==> config.mk <==
export PLATFORM = sky130hd
export DESIGN_NAME = tdm_quad_lsb_forcer
export DESIGN_NICKNAME = d
export VERILOG_FILES = /design/src/rtl/tqf_pkg.sv /design/src/rtl/tqf_cfg_latch.sv /design/src/rtl/tqf_frame_counter.sv /design/src/rtl/tqf_quad_decode.sv /design/src/rtl/tdm_quad_lsb_forcer.sv
export SDC_FILE = /design/constraint.sdc
export NUM_CORES = 1
export LEC_CHECK = 0
export ABC_AREA = 1
export BUFFER_PORTS_ARGS = -buffer_cell sky130_fd_sc_hd__buf_2
export CELL_PAD_IN_SITES_DETAIL_PLACEMENT = 0
export CELL_PAD_IN_SITES_GLOBAL_PLACEMENT = 1
export CORE_MARGIN = 4
export CORE_UTILIZATION = 43
export CTS_CLUSTER_SIZE = 24
export DETAILED_ROUTE_END_ITERATION = 8
export PLACE_DENSITY_LB_ADDON = 0.1
export SYNTH_ARGS = -nofsm -noshare
export SYNTH_HDL_FRONTEND = slang
export SYNTH_HIERARCHICAL = 1
export SYNTH_SLANG_ARGS = --single-unit
==> constraint.sdc <==
create_clock -name clk -period 3.15 [get_ports clk]
set_clock_uncertainty 0.2 [all_clocks]
set_input_delay 0.1575 -clock clk [delete_from_list [all_inputs] [get_ports clk]]
set_output_delay 0.1575 -clock clk [all_outputs]
set_load 0.05 [all_outputs]
==> src/rtl/tqf_pkg.sv <==
package tqf_pkg;

  typedef enum logic [1:0] {
    RATE_X1  = 2'b00,
    RATE_X2  = 2'b01,
    RATE_X4  = 2'b10,
    RATE_RSV = 2'b11
  } rate_e;

  // log2 of the frame size multiplier over the base channel count
  function automatic int unsigned rate_shift(rate_e r);
    case (r)
      RATE_X2: return 1;
      RATE_X4: return 2;
      default: return 0;
    endcase
  endfunction

endpackage

==> src/rtl/tqf_cfg_latch.sv <==
module tqf_cfg_latch
  import tqf_pkg::*;
#(
  parameter int NUM_QUAD = 4
) (
  input  logic                clk,
  input  logic                rst,
  input  logic                frame_pulse_i,
  input  logic [NUM_QUAD-1:0] quad_en_i,
  input  logic [1:0]          rate_sel_i,
  output logic [NUM_QUAD-1:0] en_q_o,
  output rate_e               rate_q_o
);

  always_ff @(posedge clk) begin
    if (rst) begin
      en_q_o   <= '0;
      rate_q_o <= RATE_X1;
    end else if (frame_pulse_i) begin
      en_q_o   <= quad_en_i;
      rate_q_o <= rate_e'(rate_sel_i);
    end
  end

  AST_CFG_HOLD: assert property (@(posedge clk) disable iff (rst)
    !frame_pulse_i |=> ($stable(en_q_o) && $stable(rate_q_o)));

endmodule

==> src/rtl/tqf_frame_counter.sv <==
module tqf_frame_counter
  import tqf_pkg::*;
#(
  parameter int BITS_PER_CH  = 8,
  parameter int BASE_CH_LOG2 = 5,
  localparam int BIT_W = $clog2(BITS_PER_CH),
  localparam int CH_W  = BASE_CH_LOG2 + 2
) (
  input  logic             clk,
  input  logic             rst,
  input  logic             frame_pulse_i,
  input  rate_e            rate_i,
  output logic             synced_o,
  output logic [BIT_W-1:0] bit_idx_o,
  output logic [CH_W-1:0]  chan_o,
  output logic             last_bit_o
);

  localparam logic [BIT_W-1:0] BIT_LAST = BIT_W'(BITS_PER_CH - 1);

  logic [CH_W-1:0] chan_last;

  always_comb begin
    chan_last  = CH_W'((1 << (BASE_CH_LOG2 + rate_shift(rate_i))) - 1);
    last_bit_o = synced_o && (bit_idx_o == BIT_LAST);
  end

  always_ff @(posedge clk) begin
    if (rst) begin
      synced_o  <= 1'b0;
      bit_idx_o <= '0;
      chan_o    <= '0;
    end else if (frame_pulse_i) begin
      synced_o  <= 1'b1;
      bit_idx_o <= '0;
      chan_o    <= '0;
    end else if (synced_o) begin
      if (bit_idx_o == BIT_LAST) begin
        bit_idx_o <= '0;
        chan_o    <= (chan_o == chan_last) ? '0 : chan_o + 1'b1;
      end else begin
        bit_idx_o <= bit_idx_o + 1'b1;
      end
    end
  end

  AST_FP_ALIGN: assert property (@(posedge clk) disable iff (rst)
    frame_pulse_i |=> (synced_o && bit_idx_o == '0 && chan_o == '0));

  AST_BIT_WRAP: assert property (@(posedge clk) disable iff (rst)
    (!frame_pulse_i && last_bit_o) |=> (bit_idx_o == '0));

  AST_CHAN_WRAP: assert property (@(posedge clk) disable iff (rst)
    (!frame_pulse_i && last_bit_o && chan_o == chan_last) |=> (chan_o == '0));

endmodule

==> src/rtl/tqf_quad_decode.sv <==
module tqf_quad_decode
  import tqf_pkg::*;
#(
  parameter int BASE_CH_LOG2 = 5,
  localparam int CH_W = BASE_CH_LOG2 + 2
) (
  input  logic [CH_W-1:0] chan_i,
  input  rate_e           rate_i,
  output logic [1:0]      quad_o
);

  logic [CH_W-1:0] shifted;

  always_comb begin
    shifted = chan_i >> (BASE_CH_LOG2 - 2 + rate_shift(rate_i));
    quad_o  = shifted[1:0];
  end

endmodule

==> src/rtl/tdm_quad_lsb_forcer.sv <==
module tdm_quad_lsb_forcer
  import tqf_pkg::*;
#(
  parameter int BITS_PER_CH  = 8,
  parameter int BASE_CH_LOG2 = 5,
  localparam int NUM_QUAD = 4,
  localparam int BIT_W    = $clog2(BITS_PER_CH),
  localparam int CH_W     = BASE_CH_LOG2 + 2
) (
  input  logic                clk,
  input  logic                rst,
  input  logic                frame_pulse_i,
  input  logic                rx_bit_i,
  input  logic [NUM_QUAD-1:0] quad_en_i,
  input  logic [1:0]          rate_sel_i,
  output logic                tx_bit_o
);

  logic [NUM_QUAD-1:0] en_q;
  rate_e               rate_q;
  logic                synced;
  logic [BIT_W-1:0]    bit_idx;
  logic [CH_W-1:0]     chan;
  logic                last_bit;
  logic [1:0]          quad;
  logic                force_c;

  tqf_cfg_latch #(.NUM_QUAD(NUM_QUAD)) cfg_i (
    .clk(clk), .rst(rst), .frame_pulse_i(frame_pulse_i),
    .quad_en_i(quad_en_i), .rate_sel_i(rate_sel_i),
    .en_q_o(en_q), .rate_q_o(rate_q)
  );

  tqf_frame_counter #(.BITS_PER_CH(BITS_PER_CH), .BASE_CH_LOG2(BASE_CH_LOG2)) cnt_i (
    .clk(clk), .rst(rst), .frame_pulse_i(frame_pulse_i), .rate_i(rate_q),
    .synced_o(synced), .bit_idx_o(bit_idx), .chan_o(chan), .last_bit_o(last_bit)
  );

  tqf_quad_decode #(.BASE_CH_LOG2(BASE_CH_LOG2)) dec_i (
    .chan_i(chan), .rate_i(rate_q), .quad_o(quad)
  );

  always_comb force_c = last_bit && en_q[quad];

  always_ff @(posedge clk) begin
    if (rst) tx_bit_o <= 1'b0;
    else     tx_bit_o <= rx_bit_i | force_c;
  end

  AST_PRESYNC_PASS: assert property (@(posedge clk) disable iff (rst)
    !synced |=> (tx_bit_o == $past(rx_bit_i)));

  AST_NONLSB_PASS: assert property (@(posedge clk) disable iff (rst)
    (bit_idx != BIT_W'(BITS_PER_CH - 1)) |=> (tx_bit_o == $past(rx_bit_i)));

  AST_LSB_FORCE: assert property (@(posedge clk) disable iff (rst)
    (synced && bit_idx == BIT_W'(BITS_PER_CH - 1) && en_q[quad]) |=> tx_bit_o);

endmodule

==> key figures, run 1 <==
Outcome
  • Status: finished, final reports clean

Yosys
  • Syn Nets: 186
  • Syn Inst Count: 169
  • Ys Warns: 6
  • Synth top area share: 33.8%
  • Synthesized cell area: 0.00107 mm²
  • Synth area leaders: dfxtp_1 (34%), nand2_1 (19%), inv_1 (12%), nor2_1 (9.5%), ha_1 (8.2%)
  • Syn_area_per_cell: 6.32 µm²
  • Top cell type by total area after synthesis: dfxtp_1
  • Netlist cell types: 19
  • Synth Register Bits: 18
  • Seq/Total Area, Yosys: 33.8%

Power and ir drop
  • Internal power: approximately 0.00031 W
  • Sw frac: 26.5%
  • Clock power share: between 20% and 30%
  • Comb pwr share: 15.5%
  • Switching pwr: 0.000111 W
  • Pwr/cell area: roughly 340 mW/mm²
  • Leakage: ~0.65 nW
  • Flop pwr share: ~57%
  • Maximum VDD drop: between 0.15 and 0.2 mV

Detailed routing
  • TritonRoute pass-1 iters: 4
  • Post-route ant nets: 0
  • DRC Markers: 0
  • Wire per inst: 9.16 µm
  • Vias: 944
  • Vias per std cell: around 4.4
  • Drt total wl: 1.98 mm
  • Initial DRC Count: 43

Clock network
  • Clock Path Buffers: 2
  • CTS clk-pin slew, worst paths: 0.10 ns
  • Number of setup buffers added after CTS: 0
  • Clock latency on the worst-skew pair: roughly 0.29 ns
  • CTS buffer count: 3
  • CTS tree: done
  • Number of clock sinks: 18
  • # H-tree levels: 1
  • Clk root buf: clkbuf_4
  • Post_cts resized: 0
  • Cts hold-fix bufs: 8

Floorplanning
  • Die area: 0.00334 mm²
  • Rows: 17
  • Starting density of the core: between 40% and 50%
  • Die Wd: ~58 µm
  • Core area: 0.00230 mm²
  • Ports: 11
  • Die height: around 58 µm

STA
  • Tmin final: 2.18 ns
  • RSZ-0062 raised after global routing: false
  • Maximum clock rate: about 460 MHz
  • Fin. Hold Viols: 0
  • Final Setup Violations: 0
  • Worst slew pin tran: 0.287 ns
  • Pins Over Slew Limit: 0
  • Final Cycle Share: 69.1%
  • Final TNS setup: 0 ns
  • Post-route setup slack: 0.973 ns
  • Headroom to the max-slew limit: between 80% and 90%

Global route
  • First-pass GRT wire length: ~3.5 mm
  • Vias in the first global route: 843
  • Gr usage total: 13.2%
  • Initial antenna violation count: 0
  • Overflow after GRT: 0
  • Largest net degree at the start of global routing: 15

Setup path
  • Worst path most repeated cell: nand2_1
  • Setup Crit Path Kind: reg2reg
  • Setup crit end: tx_bit_o
  • Largest fanout on the critical path: 3
  • CP peak stage delay: 0.54 ns
  • R2R Setup Slk: around 0.97 ns
  • Setup crit end kind: flop
  • Reg-to-reg startpoint: cfg_i/rate_q_o[1]
  • CP Data Required Time: 3.19 ns
  • CP startpoint kind: flop
  • Instance count on the critical path: 12
  • Slowest cell on crit path: dlygate4sd3_1
  • CP arrival: ~2.2 ns
  • Buf/Inv on CP: 4
  • Critical R2R Capture: tx_bit_o
  • Delay-heaviest family, CP: buffers and inverters
  • Cell breakdown of the critical path: inv_1 > ha_1 > inv_1 > nand3_1 > nand2_1 > inv_1 > nand2_1 > nand3_1 > nand2_1 > nand2_1 > a21oi_2 > dlygate4sd3_1
  • Cells on worst reg2reg path: 12
  • Crit path launch: cfg_i/rate_q_o[1]

Worst hold path
  • Hold crit path type: in2reg

Placed design
  • Placement Setup Slack: 1.51 ns
  • Port Buffers: 10
  • Routability cong.: ~0.72
  • Hpwl dp: about 1.5 mm

Run
  • Max-cap violations: 0

Final layout
  • Fill cells: between 200 and 250
  • # nets final: 207
  • Syn-to-layout area delta: 16.1%
  • # diodes: 0
  • Multi-input logic area: 556 µm²
  • Share of layout cells above drive strength 1: 10.1%
  • Reg area: 360 µm²
## registers in the layout, indices dropped and copies added (netlist names)
register,cells
cfg_i/en_q_o,4
cfg_i/rate_q_o,2
cnt_i/bit_idx_o,3
cnt_i/chan_o,7
cnt_i/synced_o,1
tx_bit_o,1
## final cells by class
cell class	instances	area share [%]
Timing Repair Buffer	18	10.5
Sequential cell	18	29.1
Clock buffer	3	1.82
Inverter	36	10.9
Tap cell	28	2.83
Multi-Input combinational cell	113	44.8
## power by group through the flow
stage	Combinational, W	Sequential [W]	Clock [W]
2_1_floorplan	0.0000422	0.000247	0
3_3_place_gp	0.0000575	0.000246	0
3_5_place_dp	0.0000580	0.000246	0
4_1_cts	0.0000656	0.000241	0.000122
5_1_grt	0.0000762	0.000242	0.000132
6_report	0.0000650	0.000241	0.000114
## cell usage in the layout (no fill, tap or decap), types with 2 or more instances in the layout
cell	synthesis	routed
buf_2	1	10
dfxtp_1	18	18
nand2_1	54	54
a21oi_1	3	3
clkbuf_4	0	3
ha_1	7	7
nand2_4	2	2
dlygate4sd3_1	0	8
nand3_1	12	12
inv_1	35	35
nor2_1	27	27
## Yosys cell counts
cell      instances
inv_2             1
dfxtp_1          18
a21oi_1           3
inv_1            35
nor3_1            1
o21bai_1          1
a21oi_2           1
buf_2             1
nand2_1          54
mux2i_1           1
ha_1              7
xor2_1            1
nor2_1           27
nand3_1          12
nand2_4           2
nor2_4            1
or2_2             1
xnor2_1           1
buf_6             1
## worst min path at each step
stage	start	endpoint	cells past startpoint
after CTS	frame_pulse_i	cnt_i/synced_o	3
after global placement	rst	tx_bit_o	2
final	frame_pulse_i	cnt_i/synced_o	3
after detailed placement	rst	tx_bit_o	2
after global routing	frame_pulse_i	cnt_i/synced_o	3
after floorplan	rst	tx_bit_o	1
## layer usage
layer	GRT usage (%)	part of all wire, %
met5	0	0
met4	5.96	0.66
met3	2.23	2.9
met2	21.3	46
met1	17.1	50
## cells by family (layout without fill, tap and decap cells)
kind of cell	Yosys count	after routing	share of synthesized area (%)
flip-flops	18	18	33.8
AND/OR/NAND/NOR	98	98	38.3
buffers and inverters	38	57	14.2
XOR/XNOR	2	2	1.64
multiplexers	1	1	0.938
adder cells (fa/ha/maj)	7	7	8.21
AO/OA/AOI/OAI	5	5	2.93
## stage by stage
| stage | power [W] | hold slack (ns) | util (%) | cells | cell area, µm² |
|---|---|---|---|---|---|
| after detailed placement | 0.000304 | 0.166 | 49.5 | 205 | 1140 |
| after global placement | 0.000303 | 0.163 | 49.5 | 205 | 1140 |
| final | 0.000420 | 0.0242 | 53.9 | 216 | 1240 |
| after floorplan | 0.000289 | 0.0199 | - | 169 | 1070 |
| after global routing | 0.000451 | 0.0295 | 53.9 | 216 | 1240 |
| after CTS | 0.000428 | 0.0105 | 53.9 | 216 | 1240 |
## worst min-delay path: stages
cell	delay, ns
buf_2	0.18
nor2_1	0.10
nor2_1	0.04
Note: power is estimated with default switching activity, not from simulation.
==> run 2: changes to the inputs <==
Settings changed: CORE_UTILIZATION 43 to 36.
Clock period 3.15 ns to 1.8 ns, I/O delays scaled along.
==> run 2 against run 1 <==
Via count rose by 4.2%. Critical endpoint unchanged. Critical path type unchanged. Worst hold slack improved by 0.26 ns. First-iteration DRC count fell by 37%. Clock power rose by 74%. Global-route usage fell by 1.4 points. Largest cell class unchanged. Final area rose by 4.2%. Register-to-register slack got worse by 0.77 ns. Non-clock buffer count rose by 4.
==> key figures, run 2 (synthesized netlist as in run 1, its figures left out) <==
Outcome
  • Status: finished, final reports clean

Floorplanning
  • Die Wd: between 60 and 70 µm
  • Starting density of the core: 38.0%
  • Die height: 62.5 µm
  • Ports: 11
  • Die area: 0.00390 mm²
  • Rows: 19
  • Core area: approximately 0.0028 mm²

Final layout
  • Max FFs per register: 7
  • # nets final: roughly 210
  • Most frequent cells in the layout: nand2_1 (53), inv_1 (35), nor2_1 (27)
  • Share of layout cells above drive strength 1: a little over an eighth
  • Design area: 0.00129 mm²
  • Final Util: 46.0%
  • # diodes: 0
  • Largest registers: cnt_i/chan_o x7, cfg_i/en_q_o x4, cnt_i/bit_idx_o x3
  • Syn-to-layout area delta: 21.0%
  • Top reg by flops: cnt_i/chan_o
  • Commonest non-fill, non-tap cell in the layout: nand2_1

Setup path
  • Largest fanout on the critical path: 4
  • Cells on worst reg2reg path: 11
  • Setup Crit Path Kind: reg2reg
  • CP arrival: ~1.6 ns
  • CP startpoint kind: flop
  • CP peak stage delay: 0.44 ns
  • CP Data Required Time: 1.82 ns
  • Worst path most repeated cell: nand2_1
  • Slowest cell on crit path: dfxtp_1
  • Setup crit end kind: flop
  • R2R Setup Slk: 0.20 ns
  • Cell breakdown of the critical path: ha_1 > inv_1 > nand2_1 > nand3_1 > nand2_2 > inv_1 > nand2_1 > nand3_1 > nand2_1 > nand2_1 > a21oi_2

STA
  • Final TNS setup: 0 ns
  • Pins Over Slew Limit: 0
  • Headroom to the max-slew limit: 84.3%
  • Post-route setup slack: 0.203 ns
  • Final Setup Violations: 0
  • Maximum clock rate: 626 MHz
  • Worst slew pin tran: about 0.24 ns
  • RSZ-0062 raised after global routing: false
  • Final Cycle Share: 88.7%
  • Tmin final: 1.60 ns
  • Fin. Hold Viols: 0

Placed design
  • Placement Setup Slack: 0.135 ns
  • Routability cong.: around 0.74
  • Port Buffers: 10
  • DP Area: roughly 0.0012 mm²
  • Hpwl dp: 1.62 mm

Clock network
  • CTS buffer count: 3
  • CTS tree: done
  • Number of clock sinks: 18
  • Clock latency on the worst-skew pair: approximately 0.29 ns
  • CTS clk-pin slew, worst paths: roughly 0.11 ns
  • # H-tree levels: 1
  • Clk root buf: clkbuf_4
  • Clock Path Buffers: 2

Detailed routing
  • TritonRoute pass-1 iters: 4
  • Drt total wl: 2.07 mm
  • Initial DRC Count: 27
  • Vias per std cell: ~4.4
  • DRC Markers: 0
  • Post-route ant nets: 0
  • Wire per inst: 9.27 µm
  • Vias: 984

Power and ir drop
  • Leakage: 0.673 nW
  • Pwr/cell area: 576 mW/mm²
  • Maximum VDD drop: around 0.5 mV

Run
  • Max-cap violations: 0

Global route
  • Overflow after GRT: 0
  • Gr usage total: between 10% and 20%
  • Initial antenna violation count: 0
  • Largest net degree at the start of global routing: 15
  • Vias in the first global route: 943
  • First-pass GRT wire length: approximately 3.8 mm

Worst hold path
  • Hold depth: 2
  • Hold crit path type: reg2reg
==> run 2: changes by cell type in the layout (fill, tap and decap cells not counted), sizes merged <==
cell,previous run,this run
buf,10,13
dlygate4sd3,8,9
==> run 2: what timing repair did <==
action,in CTS,in global routing
resized for setup,0,3
hold buffers,9,0
setup endpoints to repair,0,1
buffers inserted,0,1
endpoints found under the hold margin,11,0
==> run 2: final cells by class <==
type	instances	area [µm²]
Multi-Input combinational cell	113	571
Tap cell	31	38.8
Sequential cell	18	362
Clock buffer	3	22.5
Fill cell	301	1510
Inverter	36	135
Timing Repair Buffer	22	163
==> run 2: where the power goes <==
| group | switching (W) | total, W | internal, W |
|---|---|---|---|
| sequential | 0.0000108 | 0.000422 | 0.000412 |
| combinational | 0.0000652 | 0.000123 | 0.0000581 |
| clock | 0.000120 | 0.000198 | 0.0000777 |
| total | 0.000196 | 0.000744 | 0.000547 |
==> run 2: path summary, 6_finish.rpt <==
path,startpoint,endpoint
hold reg to reg,cnt_i/bit_idx_o[2],cnt_i/bit_idx_o[2]
setup reg to reg,cfg_i/rate_q_o[0],tx_bit_o
hold / removal,cnt_i/bit_idx_o[2],cnt_i/bit_idx_o[2]
setup / recovery,cfg_i/rate_q_o[0],tx_bit_o
==> run 2: layer usage <==
metal / vias to the layer above / track usage (%) / wire length (µm)
li1: 546 / - / -
met3: 2 / 3.78 / 65
met1: 423 / 13.2 / 936
met2: 13 / 21.3 / 1050
met4: 0 / 3.31 / 16
met5: - / 0 / 0
==> run 2: metrics by stage <==
stage	instances	power [W]	hold slack, ns
finish	223	0.000744	0.280
global route	223	0.000797	0.304
CTS	222	0.000752	0.285
detailed placement	210	0.000534	0.0952
global placement	210	0.000531	0.0960
floorplan	169	0.000506	-0.0476
==> run 2: worst max-delay path, delay by kind of cell, from the launching register on <==
kind | cells | cell delay [ns]
and+or+nand+nor | 7 | 0.45
DFF | 1 | 0.44
adders and majority gates | 1 | 0.22
buffers and inverters | 2 | 0.11
AOI/OAI and AO/OA | 1 | 0.11
==> run 3: changes to the inputs <==
Settings changed: BUFFER_PORTS_ARGS -buffer_cell sky130_fd_sc_hd__buf_2 to -buffer_cell sky130_fd_sc_hd__buf_4.
==> run 3 against run 2 <==
Die area did not move. Non-clock buffer count decreased by 2. Critical path depth stayed put. Critical endpoint unchanged. Sequential share of layout area fell by 0.19 points.
==> key figures, run 3 (synthesized netlist as in run 1, its figures left out) <==
Outcome
  • Status: finished, final reports clean

Clock network
  • CTS tree: done
  • Number of setup buffers added after CTS: 0
  • Number of clock sinks: 18
  • CTS buffer count: 3
  • Clk root buf: clkbuf_4
  • # H-tree levels: 1
  • Clock Path Buffers: 2
  • CTS clk-pin slew, worst paths: 0.13 ns
  • Clock latency on the worst-skew pair: 0.30 ns

STA
  • Pins Over Slew Limit: 0
  • Post-route setup slack: ~0.15 ns
  • Worst slew pin tran: 0.214 ns
  • Headroom to the max-slew limit: 85.7%
  • RSZ-0062 raised after global routing: false
  • Final TNS setup: 0 ns
  • Maximum clock rate: 606 MHz
  • Fin. Hold Viols: 0
  • Final Setup Violations: 0
  • Tmin final: 1.65 ns
  • Final Cycle Share: 91.7%

Global route
  • First-pass GRT wire length: about 3.7 mm
  • Met3 usage: under 10%
  • Initial antenna violation count: 0
  • Overflow after GRT: 0
  • Largest net degree at the start of global routing: 15
  • Vias in the first global route: 898
  • Gr busiest metal: met2
  • Gr usage total: 11.7%
  • Met1 Use GR: 14.5%
  • GR met2 Demand/Resource: just under 20%

Floorplanning
  • Die height: 62.5 µm
  • Die Wd: 62.5 µm
  • Die area: 0.00390 mm²
  • Core area: 0.00281 mm²
  • Ports: 11
  • Rows: 19
  • Starting density of the core: 38.0%

Setup path
  • R2R Setup Slk: 0.15 ns
  • Setup crit end kind: flop
  • Critical R2R Capture: tx_bit_o
  • Reg-to-reg startpoint: cfg_i/rate_q_o[1]
  • Cells on worst reg2reg path: 11
  • CP startpoint kind: flop
  • Setup Crit Path Kind: reg2reg
  • CP Data Required Time: about 1.8 ns
  • CP arrival: between 1.5 and 2 ns
  • Largest fanout on the critical path: 3

Placed design
  • Placement Setup Slack: 0.158 ns
  • Hpwl dp: 1.60 mm
  • Routability cong.: 0.753
  • Port Buffers: 10

Final layout
  • Most frequent cells in the layout: nand2_1 (54), inv_1 (35), nor2_1 (27)
  • # nets final: 209
  • Top reg by flops: cnt_i/chan_o
  • Fill cells: 300
  • # diodes: 0
  • Share of layout cells above drive strength 1: a little under an eighth
  • Largest registers: cnt_i/chan_o x7, cfg_i/en_q_o x4, cnt_i/bit_idx_o x3
  • Max FFs per register: 7
  • Syn-to-layout area delta: 21.8%
  • Commonest non-fill, non-tap cell in the layout: nand2_1

Worst hold path
  • Hold depth: 2
  • Hold_sp: cfg_i/en_q_o[3]
  • Hold endpoint: cfg_i/en_q_o[3]
  • Hold crit path type: reg2reg

Power and ir drop
  • Clock power share: 32.6%
  • Flop pwr share: a little over half
  • Pwr/cell area: 623 mW/mm²
  • Comb pwr share: 15.3%
  • Sw frac: 26.6%
  • Internal power: between 0.0005 and 0.0006 W
  • Maximum VDD drop: 0.357 mV
  • Switching pwr: 0.000216 W
  • Leakage: just under 0.7 nW

Detailed routing
  • Post-route ant nets: 0
  • Vias per std cell: 4.45
  • Wire per inst: 9.29 µm
  • DRC Markers: 0
  • Drt total wl: roughly 2.1 mm
  • Initial DRC Count: 24
  • Vias: ~1,000
  • TritonRoute pass-1 iters: 4

Run
  • Max-cap violations: 0
-- run 3: cell types whose count changed in the layout (fill, tap and decap cells not counted) --
cell	change
buf_2	-10
buf_4	+8
clkbuf_8	+1
ha_1	+1
ha_4	-1
nand2_1	+1
nand2_2	-1
-- run 3: how the worst max path moves through the flow --
stage                            from        to  slack, ns
finish              cfg_i/rate_q_o[1]  tx_bit_o       0.15
global route        cfg_i/rate_q_o[1]  tx_bit_o      0.006
CTS                 cfg_i/rate_q_o[1]  tx_bit_o       0.12
detailed placement  cfg_i/rate_q_o[1]  tx_bit_o       0.16
global placement    cfg_i/rate_q_o[1]  tx_bit_o       0.22
floorplan           cfg_i/rate_q_o[1]  tx_bit_o       0.29
-- run 3: stage by stage --
step,total power (W),utilization (%),cell area [µm²],hold WS [ns],instances
global placement,0.000538,41.8,1170,0.0764,209
finish,0.000810,46.3,1300,0.279,222
CTS,0.000821,46.3,1300,0.283,222
global route,0.000858,46.3,1300,0.303,222
floorplan,0.000506,-,1070,-0.0476,169
detailed placement,0.000540,41.8,1170,0.0813,209
-- run 3: area by class of cell --
class	instances	area [µm²]	share of cell area, %
clock buffers	4	36.3	2.79
inverters	36	135	10.4
multi-input cells	113	556	42.7
flip-flops and latches	18	362	27.8
well taps	31	38.8	2.98
repair buffers	20	173	13.3
-- run 3: layer usage --
metal	routed length (µm)	part of all wire, %
met2	982	48
met1	995	48
met3	71	3.4
met4	13	0.63
met5	0	0
-- run 3: what timing repair did --
item                                    4_1_cts  5_1_grt
endpoints found under the setup margin        0        1
hold endpoints to repair                     11        0
hold buffers                                  9        0
gates resized for setup                       0        1
-- run 3: power groups by stage --
stage          logic (W)  registers [W]  clock network [W]
2_1_floorplan  0.0000739       0.000433                  0
3_3_place_gp    0.000108       0.000430                  0
3_5_place_dp    0.000109       0.000431                  0
4_1_cts         0.000124       0.000422           0.000275
5_1_grt         0.000143       0.000424           0.000291
6_report        0.000124       0.000422           0.000264
-- run 3: worst max-delay path, stage by stage (launching register included) --
cell and delay, ns:
dfxtp_2 0.36, inv_1 0.06, ha_1 0.30, inv_1 0.08
nand3_1 0.07, nand2_1 0.10, inv_1 0.06, nand2_1 0.06
nand3_1 0.07, nand2_1 0.07, nand2_1 0.06, a21oi_2 0.10
